[src/rtl/sop_pkg.sv]
package sop_pkg;

    localparam int SOP_DW = 32;  // operand width
    localparam int SOP_AW = 8;   // register-supplied amount width
    localparam int SOP_IW = 5;   // instruction-field amount width
    localparam int SOP_KW = 8;   // immediate constant width
    localparam int SOP_RW = 4;   // rotate field width

    typedef enum logic [1:0] {
        SK_LSL = 2'b00,
        SK_LSR = 2'b01,
        SK_ASR = 2'b10,
        SK_ROR = 2'b11
    } sh_kind_e;

    typedef struct packed {
        logic [SOP_DW-1:0] value;
        logic              carry;
    } sop_res_t;

    typedef struct packed {
        sh_kind_e          kind;
        logic [SOP_AW-1:0] amt;
        logic [SOP_DW-1:0] value;
        logic              cin;
    } sop_req_t;

    // Zero-extend an instruction-field amount to the register-amount width.
    function automatic logic [SOP_AW-1:0] widen_amt(input logic [SOP_IW-1:0] a);
        return {{(SOP_AW-SOP_IW){1'b0}}, a};
    endfunction

endpackage

[src/rtl/sop_rotr.sv]
module sop_rotr #(
    parameter int W  = 32,
    localparam int SW = $clog2(W)
) (
    input  logic [W-1:0]  data_i,
    input  logic [SW-1:0] amt_i,
    output logic [W-1:0]  data_o
);
    logic [W-1:0] stage [SW+1];

    assign stage[0] = data_i;

    for (genvar s = 0; s < SW; s++) begin : g_stage
        localparam int K = 1 << s;
        assign stage[s+1] = amt_i[s] ? ((stage[s] >> K) | (stage[s] << (W - K)))
                                     : stage[s];
    end

    assign data_o = stage[SW];
endmodule

[src/rtl/sop_imm_expand.sv]
module sop_imm_expand
    import sop_pkg::*;
#(
    parameter int DW = SOP_DW,
    parameter int KW = SOP_KW,
    parameter int RW = SOP_RW,
    localparam int SW = $clog2(DW)
) (
    input  logic [KW-1:0] imm_i,
    input  logic [RW-1:0] rot_i,
    input  logic          cin_i,
    output sop_res_t      res_o
);
    logic [DW-1:0] widened;
    logic [SW-1:0] twice;
    logic [DW-1:0] rotated;

    assign widened = {{(DW-KW){1'b0}}, imm_i};
    assign twice   = SW'({rot_i, 1'b0});

    sop_rotr #(.W(DW)) u_rot (
        .data_i (widened),
        .amt_i  (twice),
        .data_o (rotated)
    );

    always_comb begin
        res_o.value = rotated;
        res_o.carry = (rot_i == '0) ? cin_i : rotated[DW-1];
    end
endmodule

[src/rtl/sop_amt_sel.sv]
module sop_amt_sel
    import sop_pkg::*;
(
    input  logic              from_reg_i,
    input  logic [SOP_IW-1:0] field_i,
    input  logic [SOP_AW-1:0] reg_byte_i,
    output logic [SOP_AW-1:0] amt_o
);
    assign amt_o = from_reg_i ? reg_byte_i : widen_amt(field_i);
endmodule

[src/rtl/sop_shift_core.sv]
module sop_shift_core
    import sop_pkg::*;
#(
    parameter int DW = SOP_DW,
    localparam int SW = $clog2(DW)
) (
    input  sop_req_t req_i,
    output sop_res_t res_o
);
    logic [DW-1:0] v;
    logic [SW-1:0] low;
    logic          in_range;   // amount below DW
    logic          exact;      // amount equal to DW
    logic [DW-1:0] ror_val;

    assign v        = req_i.value;
    assign low      = req_i.amt[SW-1:0];
    assign in_range = (req_i.amt < SOP_AW'(DW));
    assign exact    = (req_i.amt == SOP_AW'(DW));

    sop_rotr #(.W(DW)) u_ror (
        .data_i (v),
        .amt_i  (low),
        .data_o (ror_val)
    );

    always_comb begin
        res_o.value = v;
        res_o.carry = req_i.cin;
        if (req_i.amt != '0) begin
            unique case (req_i.kind)
                SK_LSL: begin
                    if (in_range) begin
                        res_o.value = v << low;
                        res_o.carry = v[DW - int'(low)];
                    end else begin
                        res_o.value = '0;
                        res_o.carry = exact ? v[0] : 1'b0;
                    end
                end
                SK_LSR: begin
                    if (in_range) begin
                        res_o.value = v >> low;
                        res_o.carry = v[int'(low) - 1];
                    end else begin
                        res_o.value = '0;
                        res_o.carry = exact ? v[DW-1] : 1'b0;
                    end
                end
                SK_ASR: begin
                    if (in_range) begin
                        res_o.value = DW'($signed(v) >>> low);
                        res_o.carry = v[int'(low) - 1];
                    end else begin
                        res_o.value = {DW{v[DW-1]}};
                        res_o.carry = v[DW-1];
                    end
                end
                SK_ROR: begin
                    res_o.value = ror_val;
                    res_o.carry = ror_val[DW-1];
                end
                default: begin
                    res_o.value = v;
                    res_o.carry = req_i.cin;
                end
            endcase
        end
    end
endmodule

[src/rtl/shift_operand_unit.sv]
module shift_operand_unit
    import sop_pkg::*;
(
    input  logic              imm_mode_i,
    input  logic [SOP_KW-1:0] imm8_i,
    input  logic [SOP_RW-1:0] rot4_i,
    input  logic [SOP_DW-1:0] rm_val_i,
    input  logic [1:0]        sh_kind_i,
    input  logic              amt_from_reg_i,
    input  logic [SOP_IW-1:0] amt_imm_i,
    input  logic [SOP_AW-1:0] rs_byte_i,
    input  logic              carry_i,
    output logic [SOP_DW-1:0] operand_o,
    output logic              carry_o
);
    logic [SOP_AW-1:0] amt;
    sop_req_t          req;
    sop_res_t          imm_res;
    sop_res_t          reg_res;
    sop_res_t          sel_res;

    sop_amt_sel u_amt (
        .from_reg_i (amt_from_reg_i),
        .field_i    (amt_imm_i),
        .reg_byte_i (rs_byte_i),
        .amt_o      (amt)
    );

    always_comb begin
        req.kind  = sh_kind_e'(sh_kind_i);
        req.amt   = amt;
        req.value = rm_val_i;
        req.cin   = carry_i;
    end

    sop_shift_core u_core (
        .req_i (req),
        .res_o (reg_res)
    );

    sop_imm_expand u_imm (
        .imm_i (imm8_i),
        .rot_i (rot4_i),
        .cin_i (carry_i),
        .res_o (imm_res)
    );

    assign sel_res   = imm_mode_i ? imm_res : reg_res;
    assign operand_o = sel_res.value;
    assign carry_o   = sel_res.carry;
endmodule

[config.mk]
export PLATFORM = sky130hd
export DESIGN_NAME = shift_operand_unit
export DESIGN_NICKNAME = d
export VERILOG_FILES = /design/src/rtl/sop_pkg.sv /design/src/rtl/sop_rotr.sv /design/src/rtl/sop_imm_expand.sv /design/src/rtl/sop_amt_sel.sv /design/src/rtl/sop_shift_core.sv /design/src/rtl/shift_operand_unit.sv
export SDC_FILE = /design/constraint.sdc
export NUM_CORES = 1
export LEC_CHECK = 0
export ABC_AREA = 0
export BUFFER_PORTS_ARGS = -buffer_cell sky130_fd_sc_hd__buf_2
export CAP_MARGIN = 20
export CORE_UTILIZATION = 35
export DETAILED_ROUTE_END_ITERATION = 10
export PLACE_DENSITY = 0.63
export SYNTH_ARGS = -nofsm -noshare
export SYNTH_HDL_FRONTEND = slang
export SYNTH_HIERARCHICAL = 1
export SYNTH_SLANG_ARGS = --single-unit
[constraint.sdc]
create_clock -name vclk -period 8.95
set_input_delay 0.895 -clock vclk [all_inputs]
set_output_delay 0.895 -clock vclk [all_outputs]
set_load 0.01 [all_outputs]
==> metrics.csv <==
stage;metric;value;unit
run_status;status;complete, no violations;
floorplanning;Die X;174.6;microns
timing;Max transition margin;0.2720;
setup_path;CP arrival;5.15;ns
final_layout;register area;0;sq um
timing;Fmax;165.3;MHz
place;Detail Placement HPWL;34100;microns
synthesis;Post-Syn Area;10420;sq um
synthesis;Cells after Synth;1049;
setup_path;crit-path max FO;33;
global_routing;number of global-route vias before repair;10320;
setup_path;Worst setup EP type;output pin;
clocking;Setup Fix Bufs, Post-CTS;0;
setup_path;startpoint types;input pin;
final_layout;Seq cells;0;
final_layout;clk_buf instances;0;
global_routing;largest net degree at the start of global routing;82;
final_layout;layout cells sized above 1;0.4176;
route;DRT Wirelength;48140;microns
route;Antenna Nets Post-Route;0;
clocking;number of hold buffers added after CTS;0;
route;wire per inst;32.07;microns
setup_path;CP required;8.06;ns
place;RD Place Congestion;1.087;
setup_path;WS Path Type;input pin to output pin;
global_routing;GRT Total Usage;0.3089;
floorplanning;core area;29010;sq um
route;initial detailed-routing violation count;1606;
synthesis;Synth cell types;78;
synthesis;Seq/Total Area, Yosys;0;
floorplanning;die area;30470;sq um
worst_hold_path;WHS Path Cells;4;
setup_path;crit path from;amt_from_reg_i;
route;Via Count;10957;
route;DRC;0;
place;Port Buffers;95;
global_routing;Congestion Overflow GR;0;
floorplanning;Die Y;174.6;microns
timing;fin. max-slew vios;0;
floorplanning;row count;62;
timing;final worst-path cycle share;0.6758;
timing;setup total negative slack;0;ns
flow_run;max_cap viols;0;
floorplanning;num ports;95;
timing;min Tclk post-route;6.049;ns
synthesis;Avg Cell Area, Syn;9.936;sq um
setup_path;Setup crit end;operand_o[26];
clocking;Post-CTS Resized;0;
timing;RSZ-0062 raised after global routing;false;
route;drt first pass iters;7;
timing;Hold Vio Cnt, Final;0;
worst_hold_path;Hold Path Class;input pin to output pin;
global_routing;first-pass GRT wire length;70310;microns
floorplanning;Initial Util;0.3592;
synthesis;Synthesis Warnings;6;
timing;# setup viols final;0;
final_layout;area delta synth->final;5.918;%
timing;Worst-Margin Slew;1.081;ns
global_routing;initial antenna violation count;1;
final_layout;nets@finish;1181;
route;DR vias/cell;7.300;
## cell usage in the layout (no fill, tap or decap), types with 7 or more instances in the layout
cell / n
a211oi_1: 9
a21o_1: 8
a21oi_1: 62
a221oi_1: 7
a31oi_1: 17
and2_1: 8
buf_2: 95
buf_4: 16
conb_1: 97
mux2_2: 111
mux2_4: 35
mux2i_1: 59
mux4_2: 186
nand2_1: 74
nand2b_1: 9
nand3_1: 17
nor2_1: 91
nor3_1: 12
o211ai_1: 16
o21ai_0: 43
o221ai_1: 9
o22a_1: 8
o22ai_1: 12
o31ai_1: 8
o32a_1: 7
or2_2: 7
## per-layer routing
layer	part of all wire	vias to the layer above	track usage	wire (microns)
met2	0.44	959	0.4640	21070
met1	0.37	5455	0.4107	17710
met5	0.00023	-	0	11
met4	0.061	2	0.1580	2927
li1	-	4350	-	-
met3	0.13	191	0.07655	6423
## cell usage after synthesis, drive strengths merged (7+ instances only)
library cell  instances  area, sq um
a31oi                17        106.4
clkbuf               72        271.5
nand2                74        277.8
mux4                188         4242
o21ai                45        225.2
o22a                  8        70.07
a21o                  8        60.06
nor3                 13        70.07
a21oi                64        327.8
or2                   7        43.79
o221ai                9        78.83
o32a                  7        70.07
and2                 13        85.08
o22ai                12        75.07
nand2b                9        56.30
buf                  68        561.8
o211ai               16        120.1
nor2                 91        341.6
o31ai                 8        60.06
a221oi                8        76.32
a211oi                9        67.56
nand3                17        85.08
mux2i                59        590.6
mux2                153         1858
## kinds of logic after synthesis
logic type | after synthesis | synth area share
AO/OA/AOI/OAI | 252 | 0.1643
buffers and inverters | 148 | 0.08283
AND/OR/NAND/NOR | 242 | 0.1052
adder cells (fa/ha/maj) | 1 | 0.001200
other | 1 | 0.0003598
XOR/XNOR | 5 | 0.004201
multiplexers | 400 | 0.6419
## worst min path at each step
stage / startpoint / to / slack (ns)
after CTS: carry_i / carry_o / 2.35
after global placement: carry_i / carry_o / 2.35
final: carry_i / carry_o / 2.35
after detailed placement: carry_i / carry_o / 2.35
after global routing: carry_i / carry_o / 2.37
after floorplan: rm_val_i[10] / operand_o[10] / 2.02
## layout make-up
type | instances | area (sq um)
Antenna cell | 1 | 2.502
Fill cell | 2990 | 17970
Inverter | 8 | 30.03
Multi-Input combinational cell | 997 | 9931
Tap cell | 384 | 480.5
Timing Repair Buffer | 111 | 595.6
## metrics by stage
stage / setup slack, ns / util / hold slack (ns) / area [sq um] / instances
after floorplan: 3.918 / - / 2.019 / 10780 / 1145
after global placement: 3.032 / 0.3804 / 2.346 / 11040 / 1500
after detailed placement: 3.043 / 0.3804 / 2.348 / 11040 / 1500
after CTS: 3.046 / 0.3804 / 2.350 / 11040 / 1500
after global routing: 2.680 / 0.3804 / 2.372 / 11040 / 1500
final: 2.901 / 0.3805 / 2.349 / 11040 / 1501
## critical path, cell delays in order
cell and delay [ns]:
buf_2 0.26, mux2_4 0.54, buf_4 0.34, or4_1 0.93, nor2_1 0.94, o21ai_0 0.43, a31oi_1 0.45, mux2_4 0.22
buf_2 0.12
